`src/rtl/wired_and_tx_pkg.sv`:
```
package wired_and_tx_pkg;
  typedef enum logic [1:0] {
    PH_IDLE  = 2'd0,
    PH_START = 2'd1,
    PH_DATA  = 2'd2,
    PH_STOP  = 2'd3
  } tx_phase_t;
endpackage

```
`src/rtl/wired_and_tx_sync.sv`:
```
module wired_and_tx_sync #(
  parameter int STAGES = 2
) (
  input  logic clk,
  input  logic rst,
  input  logic async_in,
  output logic sync_out
);
  logic [STAGES-1:0] chain;

  generate
    for (genvar g = 0; g < STAGES; g++) begin : g_stage
      if (g == 0) begin : g_first
        always_ff @(posedge clk) begin
          if (rst) chain[0] <= 1'b1;
          else     chain[0] <= async_in;
        end
      end else begin : g_next
        always_ff @(posedge clk) begin
          if (rst) chain[g] <= 1'b1;
          else     chain[g] <= chain[g-1];
        end
      end
    end
  endgenerate

  assign sync_out = chain[STAGES-1];
endmodule

```
`src/rtl/wired_and_tx_timer.sv`:
```
module wired_and_tx_timer #(
  parameter int BIT_CYCLES = 1085,
  parameter int PROBE_AT   = 544
) (
  input  logic clk,
  input  logic rst,
  input  logic hold,
  output logic bit_end,
  output logic probe
);
  localparam int CW = (BIT_CYCLES > 1) ? $clog2(BIT_CYCLES) : 1;
  localparam logic [CW-1:0] LAST  = CW'(BIT_CYCLES - 1);
  localparam logic [CW-1:0] PROBE = CW'(PROBE_AT);

  logic [CW-1:0] cnt;

  always_ff @(posedge clk) begin
    if (rst || hold)  cnt <= '0;
    else if (bit_end) cnt <= '0;
    else              cnt <= cnt + 1'b1;
  end

  assign bit_end = (cnt == LAST);
  assign probe   = (cnt == PROBE);
endmodule

```
`src/rtl/wired_and_tx_fsm.sv`:
```
module wired_and_tx_fsm
  import wired_and_tx_pkg::*;
#(
  parameter int DATA_BITS = 8
) (
  input  logic                 clk,
  input  logic                 rst,
  input  logic [DATA_BITS-1:0] tx_data,
  input  logic                 tx_valid,
  input  logic                 bit_end,
  input  logic                 probe,
  input  logic                 line_s,
  output logic                 idle,
  output logic                 tx_ready,
  output logic                 drive_en,
  output logic                 done,
  output logic                 collision
);
  localparam int IW = (DATA_BITS > 1) ? $clog2(DATA_BITS) : 1;
  localparam logic [IW-1:0] LAST_IDX = IW'(DATA_BITS - 1);

  tx_phase_t            phase;
  logic [DATA_BITS-1:0] shreg;
  logic [IW-1:0]        idx;

  assign idle = (phase == PH_IDLE);

  always_ff @(posedge clk) begin
    if (rst) begin
      phase     <= PH_IDLE;
      shreg     <= '0;
      idx       <= '0;
      tx_ready  <= 1'b1;
      drive_en  <= 1'b0;
      done      <= 1'b0;
      collision <= 1'b0;
    end else begin
      done      <= 1'b0;
      collision <= 1'b0;
      unique case (phase)
        PH_IDLE: begin
          drive_en <= 1'b0;
          if (tx_valid) begin
            shreg    <= tx_data;
            phase    <= PH_START;
            drive_en <= 1'b1;
            tx_ready <= 1'b0;
          end
        end
        PH_START: begin
          if (bit_end) begin
            phase    <= PH_DATA;
            idx      <= '0;
            drive_en <= ~shreg[0];
          end
        end
        PH_DATA: begin
          if (probe && shreg[0] && !line_s) begin
            phase     <= PH_IDLE;
            drive_en  <= 1'b0;
            tx_ready  <= 1'b1;
            done      <= 1'b1;
            collision <= 1'b1;
          end else if (bit_end) begin
            if (idx == LAST_IDX) begin
              phase    <= PH_STOP;
              drive_en <= 1'b0;
            end else begin
              shreg    <= shreg >> 1;
              idx      <= idx + 1'b1;
              drive_en <= ~shreg[1];
            end
          end
        end
        PH_STOP: begin
          if (bit_end) begin
            phase    <= PH_IDLE;
            tx_ready <= 1'b1;
            done     <= 1'b1;
          end
        end
        default: phase <= PH_IDLE;
      endcase
    end
  end
endmodule

```
`src/rtl/wired_and_tx.sv`:
```
module wired_and_tx #(
  parameter int DATA_BITS   = 8,
  parameter int BIT_CYCLES  = 1085,
  parameter int SYNC_STAGES = 2
) (
  input  logic                 clk,
  input  logic                 rst,
  input  logic [DATA_BITS-1:0] tx_data,
  input  logic                 tx_valid,
  output logic                 tx_ready,
  input  logic                 line_in,
  output logic                 drive_en,
  output logic                 done,
  output logic                 collision
);
  localparam int HALF     = BIT_CYCLES / 2;
  localparam int PROBE_AT = HALF + SYNC_STAGES;

  initial begin
    if (PROBE_AT > BIT_CYCLES - 1)
      $error("BIT_CYCLES too short for the read-back latency");
  end

  logic line_s;
  logic bit_end;
  logic probe;
  logic idle;

  wired_and_tx_sync #(.STAGES(SYNC_STAGES)) u_sync (
    .clk      (clk),
    .rst      (rst),
    .async_in (line_in),
    .sync_out (line_s)
  );

  wired_and_tx_timer #(.BIT_CYCLES(BIT_CYCLES), .PROBE_AT(PROBE_AT)) u_timer (
    .clk     (clk),
    .rst     (rst),
    .hold    (idle),
    .bit_end (bit_end),
    .probe   (probe)
  );

  wired_and_tx_fsm #(.DATA_BITS(DATA_BITS)) u_fsm (
    .clk       (clk),
    .rst       (rst),
    .tx_data   (tx_data),
    .tx_valid  (tx_valid),
    .bit_end   (bit_end),
    .probe     (probe),
    .line_s    (line_s),
    .idle      (idle),
    .tx_ready  (tx_ready),
    .drive_en  (drive_en),
    .done      (done),
    .collision (collision)
  );
endmodule

```
`config.mk`:
```
export PLATFORM = sky130hd
export DESIGN_NAME = wired_and_tx
export DESIGN_NICKNAME = d
export VERILOG_FILES = /design/src/rtl/wired_and_tx_pkg.sv /design/src/rtl/wired_and_tx_sync.sv /design/src/rtl/wired_and_tx_timer.sv /design/src/rtl/wired_and_tx_fsm.sv /design/src/rtl/wired_and_tx.sv
export SDC_FILE = /design/constraint.sdc
export NUM_CORES = 1
export LEC_CHECK = 0
export ABC_AREA = 1
export BUFFER_PORTS_ARGS = -buffer_cell sky130_fd_sc_hd__buf_2
export CAP_MARGIN = 5
export CORE_MARGIN = 2
export CORE_UTILIZATION = 58
export DETAILED_ROUTE_END_ITERATION = 8
export GPL_TIMING_DRIVEN = 0
export PLACE_DENSITY = 0.87
export SLEW_MARGIN = 0
export SYNTH_ARGS = -nofsm -noshare
export SYNTH_HDL_FRONTEND = slang
export SYNTH_SLANG_ARGS = --single-unit
```
`constraint.sdc`:
```
create_clock -name clk -period 2.6 [get_ports clk]
set_clock_uncertainty 0.2 [all_clocks]
set_input_delay 0.13 -clock clk [delete_from_list [all_inputs] [get_ports clk]]
set_output_delay 0.13 -clock clk [all_outputs]
set_load 0.05 [all_outputs]
```
# [After elaboration in Yosys (flattened, before gate mapping)]
# Cells that the tools add are included.
[word_totals] mem_bits_rw=0 n_memories=0 latch_bits=0 out_inout_bits=4 wordCells=76 input_bits=12 regBits=30 romBits=0
[op_classes] multipliers=0 n_addsub=2 div_mod_pow=0 n_mux=30 eq_ne=15 n_reduce_logical=16 shift=0 n_bitwise=3 order_cmp=0
[op_table] operator="2-to-1 mux 8 bit" n=4
[op_table] operator="case mux 8 bit (2 select lines)" n=1
[op_table] operator="AND reduction 5 bit" n=3
[op_table] operator="2-to-1 mux 2 bit" n=6
[op_table] operator="2-to-1 mux 3 bit" n=4
[op_table] operator="!= test 2 bit (second input constant)" n=6
[op_table] operator="adder 11 x 1 -> 11 bit (second input constant)" n=1
[op_table] operator="== test 11 x 10 -> 1 bit (second input constant)" n=1
[op_table] operator="== test 11 bit (second input constant)" n=1
[op_table] operator="2-to-1 mux 1 bit" n=10
[op_table] operator="case mux 2 bit (4 select lines)" n=1
[op_table] operator="case mux 1 bit (3 select lines)" n=2
[op_table] operator="case mux 3 bit (2 select lines)" n=1
[op_table] operator="nonzero test 3 bit" n=2
[op_table] operator="== test 2 bit (second input constant)" n=2
[op_table] operator="AND reduction 4 bit" n=1
[op_table] operator="nonzero test 2 bit" n=2
[op_table] operator="OR reduction 2 bit" n=2
[op_table] operator="adder 3 x 1 -> 3 bit (second input constant)" n=1
[op_table] operator="== test 3 bit (second input constant)" n=1
[op_table] operator="!= test 3 x 1 -> 1 bit (second input constant)" n=1
[op_table] operator="!= test 3 x 2 -> 1 bit (second input constant)" n=1
[op_table] operator="inverter 1 bit" n=3
[op_table] operator="AND reduction 3 bit" n=1
[op_table] operator="other kinds (7)" n=8

# [Logic depth before layout (Yosys ltp)]
[logic_depth] depth_word=5 ltp_mapped=11

# [Modules after synthesis]
# Synthesis repeated with hierarchy kept, for this count alone.
[hier_totals] hier_cells=220 area_unflattened_um2=1675.4
[by_module_without_submodules] module="wired_and_tx_fsm" seq_area_each_um2=340.3 cells_each=138 area_each_um2=985.9 n_inst=1
[by_module_without_submodules] module="wired_and_tx_timer" seq_area_each_um2=220.2 cells_each=75 area_each_um2=630.6 n_inst=1
[by_module_without_submodules] module="wired_and_tx_sync" seq_area_each_um2=40.0 cells_each=7 area_each_um2=58.8 n_inst=1

# [Least setup slack after synthesis]
# Ideal clock, no wire load.
[synth_timing] kind="register -> register" startpoint="reg u_fsm.phase[0]" endpoint="reg u_fsm.shreg[7]" period_less_slack_ps=1797 t_required_ps=2277 arrival_time_ps=1474 setup_time_ps=123 slack_ps=803 stages_incl_launch_ff=11 cell_sequence="dfxtp_1 > inv_1 > ha_1 > inv_1 > nor2_1 > a21oi_1 > nand2_4 > nor2_8 > nand2_2 > o21ai_2 > nor2_2"
[synth_via] elab_chain_cells=3
[synth_rtl] item="start: declaration" line="wired_and_tx_fsm.sv:22" source="tx_phase_t phase;"
[synth_rtl] item="start signal: assignment" line="wired_and_tx_fsm.sv:30" source="phase <= PH_IDLE;"
[synth_rtl] item="start signal: assignment" line="wired_and_tx_fsm.sv:45" source="phase <= PH_START;"
[synth_rtl] item="start signal: assignment" line="wired_and_tx_fsm.sv:52" source="phase <= PH_DATA;"
[synth_rtl] item="== test 2 bit or zero test 2 bit (tied branches)" line="wired_and_tx_fsm.sv:40" source="unique case (phase)"
[synth_rtl] item="!= test 2 bit (no source line) or nonzero test 2 bit (tied branches)"
[synth_rtl] item="AND reduction 5 bit (no source line)"
[synth_rtl] item="end signal: assignment" line="wired_and_tx_fsm.sv:44" source="shreg <= tx_data;"
[synth_rtl] item="end signal: assignment" line="wired_and_tx_fsm.sv:69" source="shreg <= shreg >> 1;"
[synth_rtl] item="end: declaration" line="wired_and_tx_fsm.sv:23" source="logic [DATA_BITS-1:0] shreg;"
# Several ways; a longest one is shown, not always the timed one.
# A chain may end at the register's enable or synchronous reset.

# [Final worst setup path]
# Same ends and word-level chain as after synthesis.

==> flow_summary.ini <==
[clock_tree]
clockBufferDepth = 2
cts-root-buf = clkbuf_4
htree_levels = 2
worstSkewPairLatency_ns = 0.32
clk_pin_slew_worst_paths_ns = 0.09
cts_tree = yes
numCtsBuffers = 5
cts_sinks = 30

[timing]
setup_ws_ns = 0.120
drv_slew = 0
fin_crit_sh_pct = 95.4
fmax_mhz = 403
setup_viol = 0
tightest_slew_ns = 0.467
setup_tns_ns = 0
relSlewSlack_pct = 68.9
finalHoldViolations = 0
fin_crit_ns = 2.48

[routing]
drt-pass1-iter-count = 4
wl_per_cell_um = 10.9
wl_mm = 3.14
ant_nets = 0
drt_iter0_markers = 36
vias = 1467
drc = 0
viasPerCell = 5.08

[setup_path]
path_cells = inv_1, ha_1, inv_1, nor2_1, a21oi_2, nand2_4, nor2_8, nand2_2, o21ai_2, nor2_2, dlygate4sd3_1
required_ns = 2.62
cp_data_arrival_time_ns = 2.50
worst-path-buf-inv = 3
worstSetupStartpointType = flop
crit_top_cell = inv_1
critical_path_peak_fanout = 9
cp_slowest_cell = dlygate4sd3_1
cpLargestDelayFamily = buffers and inverters
cp-end-kind = flop
path_class = reg -> reg
cp_slowest_stage_delay_ns = 0.56

[pwr]
p_leak_nw = 0.888
peakVddDrop_uv = 626
switching_share_pct = 41.2
p_sw_w = 0.000665
power.share.clock_pct = 17.8
p_per_area_nw_per_um2 = 822
sequentialPowerShare_pct = 36.4
power_frac_comb_pct = 45.7
finalPower_w = 0.00161
p_int_w = 0.000949

[cells_and_area]
layout-drive-gt1-share_pct = 20.9
syn2layout_area_growth_pct = 17.5
antenna_cells = 0
fill_cells = 218
multi_input_area_um2 = 921
ff_latch_area_um2 = 601
final_nets = 277

[synth]
synth_fp_nets = 244
dominantRegCellSynth = dfxtp_1
synth_edf_count = 0
syn_inst = 224
synth_top_area_cell = dfxtp_1
yosys_warnings = 0
yosys.cell_count.top_type = nand2_1
synth_area_per_cell_um2 = 7.46
syn-cell-area_um2 = 1670
yosysUniqueCellTypes = 39
netlist.area_leader.share_pct = 36.0
synth_seq_cells = 30
synthTopCellsByArea = dfxtp_1 (36%), nand2_1 (10%), nor2_1 (8.3%), ha_1 (6.0%), inv_1 (5.4%)
synth_seq_area_share_pct = 36.0
ys_async_sr_fraction_pct = 0
synthTopCellsByCount = nand2_1 (45), nor2_1 (37), dfxtp_1 (30)

[floorplanning]
die_h_um = 57.7
fp.dieArea_um2 = 3330
die_w_um = 57.7
start_util_pct = 60.6
core_um2 = 2760
core.rowCount = 19
io_pins = 16

[grt]
grt-ovfl-total = 0
grt_pass1_vias = 1314
grt_antenna_before_repair = 0
grt_max_degree = 11
grt_pass1_wl_mm = 5.64
grt_use_total_pct = 22.0

[placement]
gp_congestion = 0.799
pre_cts_slack_ns = 0.592
dpl.hpwl_mm = 2.12
port_buffers = 14

[run_status]
status = complete, no violations

[job]
cap_violations = 0

[worst_hold_path]
hp-class = reg -> reg
final timing paths:
path	from	slack, ns	depth (start not counted)	to
worst max register to register	u_fsm.phase[0]	0.12	11	u_fsm.shreg[7]
worst min-delay path	u_sync.chain[0]	0.21	1	u_sync.sync_out
worst max-delay path	u_fsm.phase[0]	0.12	11	u_fsm.shreg[7]
worst min register to register	u_sync.chain[0]	0.21	1	u_sync.sync_out
per-layer routing:
layer	vias up	track usage, %	routed length, um
met1	659	27.8	1510
met5	-	0	0
li1	777	-	-
met4	0	9.30	23
met2	29	34.4	1470
met3	2	7.37	138
what timing repair did:
action / in CTS / in global routing
hold endpoints to repair: 13 / 0
resized for setup: 0 / 1
buffers inserted: 0 / 0
hold buffers: 12 / 0
endpoints found under the setup margin: 0 / 1
power groups by stage:
stage	Sequential [W]	Clock (W)	Combinational, W
6_report	0.000588	0.000288	0.000738
5_1_grt	0.000598	0.000314	0.000831
4_1_cts	0.000588	0.000297	0.000724
3_5_place_dp	0.000598	0	0.000699
3_3_place_gp	0.000595	0	0.000686
2_1_floorplan	0.000627	0	0.000546
per-stage QoR:
stage	utilization, %	area [um2]	hold slack, ns	std cells
final	71.2	1960	0.215	289
after global routing	71.2	1960	0.225	289
after global placement	64.5	1780	0.125	269
after detailed placement	64.5	1780	0.122	269
after floorplan	-	1670	0.0338	224
after CTS	71.1	1960	0.215	289
cell type report:
| cell class | instances | share of cell area (%) |
|---|---|---|
| Timing Repair Buffer | 26 | 9.69 |
| Clock inverter | 1 | 0.255 |
| Tap cell | 31 | 1.98 |
| Clock buffer | 7 | 2.80 |
| Sequential cell | 30 | 30.6 |
| Multi-Input combinational cell | 160 | 46.9 |
| Buffer | 6 | 2.42 |
| Inverter | 28 | 5.35 |
cell families after synthesis:
logic type	share of synthesized area, %
adder cells (fa/ha/maj)	5.99
AO/OA/AOI/OAI	12.1
AND/OR/NAND/NOR	35.7
XOR/XNOR	1.05
flip-flops	36.0
buffers and inverters	9.14
worst register-to-register path, delay by kind of cell, from the launching register on:
family | cells | cell delay (ns)
buf+inv | 3 | 0.79
fa+ha+maj | 1 | 0.24
compound gates | 2 | 0.26
flops | 1 | 0.42
simple gates | 5 | 0.46
state kept, by name, summed over array words and instances, names as in the netlist:
signal / count
u_fsm.shreg: 8
u_fsm.drive_en: 1
u_fsm.idx: 3
u_fsm.tx_ready: 1
u_fsm.collision: 1
u_fsm.phase: 2
u_timer.cnt: 11
u_fsm.done: 1
u_sync.chain: 1
u_sync.sync_out: 1
placed cells by master (no fill, tap or decap), drive strengths merged, types with 2 or more instances in the layout:
cell type     n
o21bai        2
buf          17
nand2        51
clkinv        2
a21oi        10
inv          27
nor3          4
dfxtp        30
o21ai        11
nor2         44
clkbuf        9
dlygate4sd3  12
nand3        13
o21a          2
a211oi        2
ha            8
or2           4
o2111ai       2
No activity file was read; power rests on OpenSTA's default activity.
